$ cat src/rtl/spi_seq_pkg.sv
package spi_seq_pkg;
    typedef enum logic [1:0] {
        ST_IDLE  = 2'd0,
        ST_LEAD  = 2'd1,
        ST_SHIFT = 2'd2,
        ST_TRAIL = 2'd3
    } seq_state_t;
endpackage

$ cat src/rtl/spi_seq_cfg.sv
module spi_seq_cfg #(
    parameter int DIV_W   = 8,
    parameter int LEAD_W  = 7,
    parameter int TRAIL_W = 8,
    parameter int RST_DIV   = 4,
    parameter int RST_LEAD  = 0,
    parameter int RST_TRAIL = 1
) (
    input  logic               clk,
    input  logic               rst_n,
    input  logic               wr,
    input  logic [DIV_W-1:0]   div_in,
    input  logic [LEAD_W-1:0]  lead_in,
    input  logic [TRAIL_W-1:0] trail_in,
    output logic [DIV_W-1:0]   div_q,
    output logic [LEAD_W-1:0]  lead_q,
    output logic [TRAIL_W-1:0] trail_q
);
    always_ff @(posedge clk or negedge rst_n) begin
        if (!rst_n) begin
            div_q   <= DIV_W'(RST_DIV);
            lead_q  <= LEAD_W'(RST_LEAD);
            trail_q <= TRAIL_W'(RST_TRAIL);
        end else if (wr) begin
            div_q   <= div_in;
            lead_q  <= lead_in;
            trail_q <= trail_in;
        end
    end
endmodule

$ cat src/rtl/spi_seq_len.sv
module spi_seq_len #(
    parameter int DIV_W     = 8,
    parameter int LEAD_W    = 7,
    parameter int TRAIL_W   = 8,
    parameter int TRAIL_SH  = 5,
    parameter int STD_TRAIL = 17,
    parameter int BITS_W    = 4,
    parameter int MIN_BITS  = 8,
    parameter int CNT_W     = TRAIL_W + TRAIL_SH,
    parameter int EDGE_W    = BITS_W + 2
) (
    input  logic [DIV_W-1:0]   div_q,
    input  logic [LEAD_W-1:0]  lead_q,
    input  logic [TRAIL_W-1:0] trail_q,
    input  logic               lead_user,
    input  logic               trail_user,
    input  logic [BITS_W-1:0]  bits,
    output logic [CNT_W-1:0]   lead_m1,
    output logic [CNT_W-1:0]   trail_m1,
    output logic [EDGE_W-1:0]  edges_m1
);
    localparam int LEAD_ZERO  = 2 ** LEAD_W;
    localparam int TRAIL_ZERO = (2 ** TRAIL_W) * (2 ** TRAIL_SH);
    localparam int FULL_BITS  = 2 ** BITS_W;

    logic [EDGE_W-1:0] ncyc;

    always_comb begin
        if (!lead_user)
            lead_m1 = CNT_W'(div_q) - 1'b1;
        else if (lead_q == '0)
            lead_m1 = CNT_W'(LEAD_ZERO - 1);
        else if (lead_q == LEAD_W'(1))
            lead_m1 = CNT_W'(1);
        else
            lead_m1 = CNT_W'(lead_q) - 1'b1;

        if (!trail_user)
            trail_m1 = CNT_W'(STD_TRAIL - 1);
        else if (trail_q == '0)
            trail_m1 = CNT_W'(TRAIL_ZERO - 1);
        else
            trail_m1 = (CNT_W'(trail_q) << TRAIL_SH) - 1'b1;

        if (bits == '0)
            ncyc = EDGE_W'(FULL_BITS);
        else if (bits < BITS_W'(MIN_BITS))
            ncyc = EDGE_W'(MIN_BITS);
        else
            ncyc = EDGE_W'(bits);
        edges_m1 = (ncyc << 1) - 1'b1;
    end
endmodule

$ cat src/rtl/spi_sck_sequencer.sv
module spi_sck_sequencer
    import spi_seq_pkg::*;
#(
    parameter int DIV_W     = 8,
    parameter int LEAD_W    = 7,
    parameter int TRAIL_W   = 8,
    parameter int TRAIL_SH  = 5,
    parameter int STD_TRAIL = 17,
    parameter int BITS_W    = 4,
    parameter int MIN_BITS  = 8,
    parameter int RST_DIV   = 4
) (
    input  logic               clk,
    input  logic               rst_n,
    input  logic               cfg_wr,
    input  logic [DIV_W-1:0]   cfg_div,
    input  logic [LEAD_W-1:0]  cfg_lead,
    input  logic [TRAIL_W-1:0] cfg_trail,
    input  logic               cpol,
    input  logic               start,
    input  logic               lead_user,
    input  logic               trail_user,
    input  logic [BITS_W-1:0]  bits,
    output logic               sck,
    output logic               cs_n,
    output logic               shift_stb,
    output logic               done
);
    localparam int CNT_W  = TRAIL_W + TRAIL_SH;
    localparam int EDGE_W = BITS_W + 2;

    logic [DIV_W-1:0]   div_q;
    logic [LEAD_W-1:0]  lead_q;
    logic [TRAIL_W-1:0] trail_q;
    logic [CNT_W-1:0]   lead_m1, trail_m1, trail_hold;
    logic [EDGE_W-1:0]  edges_m1, edges_left;
    logic [CNT_W-1:0]   cnt;
    logic               phase;
    logic               clk_on;
    logic               cnt_zero;
    seq_state_t         state;

    spi_seq_cfg #(
        .DIV_W(DIV_W), .LEAD_W(LEAD_W), .TRAIL_W(TRAIL_W), .RST_DIV(RST_DIV)
    ) u_cfg (
        .clk(clk), .rst_n(rst_n), .wr(cfg_wr),
        .div_in(cfg_div), .lead_in(cfg_lead), .trail_in(cfg_trail),
        .div_q(div_q), .lead_q(lead_q), .trail_q(trail_q)
    );

    spi_seq_len #(
        .DIV_W(DIV_W), .LEAD_W(LEAD_W), .TRAIL_W(TRAIL_W), .TRAIL_SH(TRAIL_SH),
        .STD_TRAIL(STD_TRAIL), .BITS_W(BITS_W), .MIN_BITS(MIN_BITS)
    ) u_len (
        .div_q(div_q), .lead_q(lead_q), .trail_q(trail_q),
        .lead_user(lead_user), .trail_user(trail_user), .bits(bits),
        .lead_m1(lead_m1), .trail_m1(trail_m1), .edges_m1(edges_m1)
    );

    assign clk_on   = (div_q > DIV_W'(1));
    assign cnt_zero = (cnt == '0);

    // State register together with the timing counters
    always_ff @(posedge clk or negedge rst_n) begin
        if (!rst_n) begin
            state      <= ST_IDLE;
            cnt        <= '0;
            edges_left <= '0;
            trail_hold <= '0;
            phase      <= 1'b0;
        end else begin
            unique case (state)
                ST_IDLE: begin
                    if (start && clk_on) begin
                        state      <= ST_LEAD;
                        cnt        <= lead_m1;
                        edges_left <= edges_m1;
                        trail_hold <= trail_m1;
                        phase      <= 1'b0;
                    end
                end
                ST_LEAD: begin
                    if (cnt_zero) begin
                        state <= ST_SHIFT;
                        phase <= 1'b1;
                        cnt   <= CNT_W'(div_q) - 1'b1;
                    end else begin
                        cnt <= cnt - 1'b1;
                    end
                end
                ST_SHIFT: begin
                    if (!cnt_zero) begin
                        cnt <= cnt - 1'b1;
                    end else if (edges_left == '0) begin
                        state <= ST_TRAIL;
                        cnt   <= trail_hold;
                    end else begin
                        phase      <= ~phase;
                        edges_left <= edges_left - 1'b1;
                        cnt        <= CNT_W'(div_q) - 1'b1;
                    end
                end
                ST_TRAIL: begin
                    if (cnt_zero) state <= ST_IDLE;
                    else          cnt   <= cnt - 1'b1;
                end
            endcase
        end
    end

    // Registered strobes
    always_ff @(posedge clk or negedge rst_n) begin
        if (!rst_n) begin
            shift_stb <= 1'b0;
            done      <= 1'b0;
        end else begin
            shift_stb <= (state == ST_SHIFT) && cnt_zero && (edges_left != '0) && phase;
            done      <= (state == ST_TRAIL) && cnt_zero;
        end
    end

    // Pin outputs
    always_comb begin
        sck  = cpol ^ phase;
        cs_n = !((state == ST_LEAD) || (state == ST_SHIFT));
    end
endmodule

$ cat config.mk
export PLATFORM = sky130hd
export DESIGN_NAME = spi_sck_sequencer
export DESIGN_NICKNAME = d
export VERILOG_FILES = /design/src/rtl/spi_seq_pkg.sv /design/src/rtl/spi_seq_cfg.sv /design/src/rtl/spi_seq_len.sv /design/src/rtl/spi_sck_sequencer.sv
export SDC_FILE = /design/constraint.sdc
export NUM_CORES = 1
export LEC_CHECK = 0
export ABC_AREA = 1
export ABC_CLOCK_PERIOD_IN_PS = 2100
export BUFFER_PORTS_ARGS = -buffer_cell sky130_fd_sc_hd__buf_2
export CAP_MARGIN = 20
export CORE_UTILIZATION = 36
export DETAILED_ROUTE_END_ITERATION = 16
export GPL_ROUTABILITY_DRIVEN = 0
export PLACE_DENSITY = 0.53
export SLEW_MARGIN = 30
export SYNTH_ARGS = -nofsm -noshare
export SYNTH_HDL_FRONTEND = slang
export SYNTH_SLANG_ARGS = --single-unit
$ cat constraint.sdc
create_clock -name clk -period 2.1 [get_ports clk]
set_input_delay 0.105 -clock clk [delete_from_list [all_inputs] [get_ports clk]]
set_output_delay 0.105 -clock clk [all_outputs]
set_load 0.02 [all_outputs]
==> impl_metrics.py <==
metrics = {
    "worst_hold_path": {
        "hp-class": "input port to register",
    },
    "setup_path": {
        "path_max_fanout": 14,
        "worstSetupEndpointType": "register",
        "worstSetupPathType": "register to register",
        "worstPathRequired_ns": 2.32,
        "arrival_ns": 2.05,
        "critPathLaunchType": "register",
    },
    "timing": {
        "max_clock_freq_mhz": 547,
        "setup_viol": 0,
        "rsz0062_at_grt": "false",
        "maxSlewViolCount": 0,
        "finalCritPeriodShare": 0.871,
        "tns_ns": 0,
        "hold_viol": 0,
        "clock_skew_ns": 0.00914,
        "finalCriticalPeriod_ns": 1.83,
        "slew_headroom": 0.495,
        "tightest_slew_ns": 0.758,
    },
    "route": {
        "route.antenna.remaining_nets": 0,
        "drt_wl_total_mm": 9.80,
        "detail_route.wl_per_cell_um": 12.9,
        "viasPerCell": 4.81,
        "drc": 0,
        "drt_iter0_markers": 213,
        "dr.pass1.iters": 4,
        "vias": 3647,
    },
    "yosys": {
        "syn_area_um2": 3870,
        "netlist_instances": 550,
        "yosysTopAreaCell": "dfrtp_1",
        "synth_seq_area_share": 0.369,
        "ys_ff_latch": 57,
        "yosysTopAreaCellShare": 0.355,
        "syn_area_per_cell_um2": 7.04,
        "ys_async_sr_fraction": 1.00,
        "syn_nets": 599,
        "synth_top_flop_cell": "dfrtp_1",
        "synthDistinctLibCells": 40,
        "yosys_warnings": 0,
        "synth_edf_count": 0,
        "synth_area_leaders": "dfrtp_1 (36%), nand2_1 (16%), o21ai_0 (6.5%)",
    },
    "run_status": {
        "status": "complete, no violations",
    },
    "cts": {
        "cts_buffers": 9,
        "post_cts_buffers": 0,
        "cts.root.buffer_cell": "clkbuf_8",
        "path_clk_slew_ns": 0.07,
        "clockBufferDepth": 2,
        "insertion_delay_ns": 0.34,
        "cts.sinks": 57,
        "clock_tree.htree_level_count": 3,
        "cts_tree": "built",
    },
    "die": {
        "start_util": 0.374,
        "rows": 37,
        "die_h_um": 106,
        "core_area_um2": 10400,
        "die_area_um2": 11200,
        "die_x_um": 106,
        "io_pins": 38,
    },
    "grt": {
        "grt_usage": 0.194,
        "grt_pass1_wl_mm": 17.2,
        "grt_max_degree": 58,
        "grt_overflow": 0,
        "first_global_vias": 3611,
        "antenna_found_initial": 0,
    },
    "layout": {
        "nFillCells": 1098,
        "n_antenna_cell": 0,
        "fin_util": 0.450,
        "fin_cells": 759,
        "postLayoutCellArea_um2": 4670,
        "layout.nets": 667,
        "area_delta_synth_final_pct": 20.5,
        "drive_gt1_frac": 0.161,
    },
    "power": {
        "internal-power_w": 0.00182,
        "p_sw_frac": 0.282,
        "ir_drop_uv": 240,
        "total_power_w": 0.00254,
        "p_leak_nw": 2.37,
        "p_sw_w": 0.000716,
        "power_density_nw_per_um2": 544,
        "power_frac_seq": 0.462,
        "combPwrFrac": 0.126,
        "power_frac_clock": 0.413,
    },
    "job": {
        "drv_cap": 0,
    },
    "placement": {
        "post_dp_cell_area_um2": 4230,
        "dp_cells": 720,
        "io_buffers": 37,
        "hpwl_mm": 7.27,
    },
}
## final cells by class
cell class              instances  area, µm²  area share
flip-flops and latches         57       1430       0.306
clock inverters                 6       68.8      0.0147
repair buffers                 69        483       0.103
clock buffers                  10        128      0.0273
multi-input cells             419       2150       0.461
well taps                     136        170      0.0364
inverters                      62        239      0.0512
## sequential cells by signal (all words and copies together) (netlist names)
signal,count
cnt,13
trail_hold,10
u_cfg.div_q,8
u_cfg.trail_q,8
u_cfg.lead_q,7
edges_left,6
state,2
done,1
phase,1
shift_stb,1
## path summary, 6_finish.rpt
| path | start | end | slack (ns) | cells after the start |
|---|---|---|---|---|
| worst max-delay path | u_cfg.div_q[2] | cnt[1] | 0.27 | 10 |
| worst min-delay path | trail_user | trail_hold[12] | 0.02 | 3 |
| worst max register to register | u_cfg.div_q[2] | cnt[1] | 0.27 | 10 |
| worst min register to register | trail_hold[4] | trail_hold[4] | 0.48 | 1 |
| max in group asynchronous | rst_n | u_cfg.lead_q[3] | 1.14 | 3 |
| min in group asynchronous | rst_n | shift_stb | 0.44 | 3 |
## repair_timing
item,4_1_cts,5_1_grt
endpoints found under the setup margin,0,7
endpoints found under the hold margin,77,0
resized for setup,0,5
hold buffers,23,0
## worst max-delay path, cell delays in order, from the launching register on
cell and delay [ns]:
dfstp_2 0.57, nor2_1 0.07, nand2_1 0.11, nor2_2 0.06
nand2_1 0.07, nand2_2 0.09, nand2_4 0.19, nand2_2 0.12
buf_4 0.19, a21oi_1 0.16, a21oi_2 0.07
## cells in the mapped netlist (2+ instances only)
| library cell | count |
|---|---|
| o21ai_0 | 50 |
| o21a_1 | 2 |
| nand2_4 | 4 |
| nor2_1 | 46 |
| xnor2_1 | 2 |
| nor3b_1 | 2 |
| o21ai_1 | 5 |
| clkbuf_1 | 6 |
| buf_6 | 2 |
| nor2_2 | 8 |
| nand2_1 | 168 |
| ha_1 | 15 |
| buf_2 | 3 |
| a21oi_1 | 35 |
| xor2_1 | 12 |
| dfstp_2 | 2 |
| nand2_2 | 5 |
| nor3_1 | 8 |
| mux2_2 | 2 |
| nand3_1 | 37 |
| dfrtp_1 | 55 |
| a21oi_2 | 5 |
| inv_1 | 59 |
## layer usage
layer,part of all wire,global-route usage,vias to the layer above
met5,0,0,-
met4,0.0067,0.0506,0
met3,0.040,0.0359,7
met2,0.47,0.321,62
met1,0.49,0.259,1677
li1,-,-,1901
## power groups by stage
stage                     Sequential [W]  Clock, W  Combinational [W]
final                            0.00117   0.00105           0.000319
after global routing             0.00118   0.00113           0.000371
after CTS                        0.00117   0.00108           0.000324
after detailed placement         0.00119         0           0.000290
after global placement           0.00119         0           0.000287
after floorplan                  0.00119         0           0.000186
## cells by family after synthesis
kind of cell    Yosys count  share of synthesized area
buf+inv                  74                     0.0791
compound gates          101                      0.140
simple gates            287                      0.326
fa+ha+maj                15                     0.0484
mux                       2                    0.00581
flops                    57                      0.369
xor+xnor                 14                     0.0317
## metrics by stage
step / hold slack (ns) / setup WS, ns
2_1_floorplan: -0.191 / 0.493
3_3_place_gp: 0.306 / 0.162
3_5_place_dp: 0.314 / 0.125
4_1_cts: 0.00821 / 0.109
5_1_grt: 0.0285 / 0.0481
6_report: 0.0217 / 0.270
## placed cells by master, fill, tap and decap left out, types with 2 or more instances in the layout
cell,netlist,routed
a21oi_1,35,35
o21a_1,2,2
inv_1,59,58
dlygate4sd3_1,0,23
clkbuf_8,0,9
nor3_1,8,8
o21ai_1,5,5
ha_1,15,15
clkinv_2,1,2
nand2_4,4,4
nand2_1,168,165
mux2_2,2,2
nor3_4,1,2
xnor2_1,2,2
o21ai_0,50,50
buf_2,3,37
clkinv_4,0,3
nand2_2,5,8
a21oi_2,5,5
nor3b_1,2,2
xor2_1,12,12
nand3_1,37,37
dfstp_2,2,2
nor2_1,46,46
buf_4,1,9
nor2_2,8,8
dfrtp_1,55,55
Note: power is estimated with default switching activity, not from simulation.
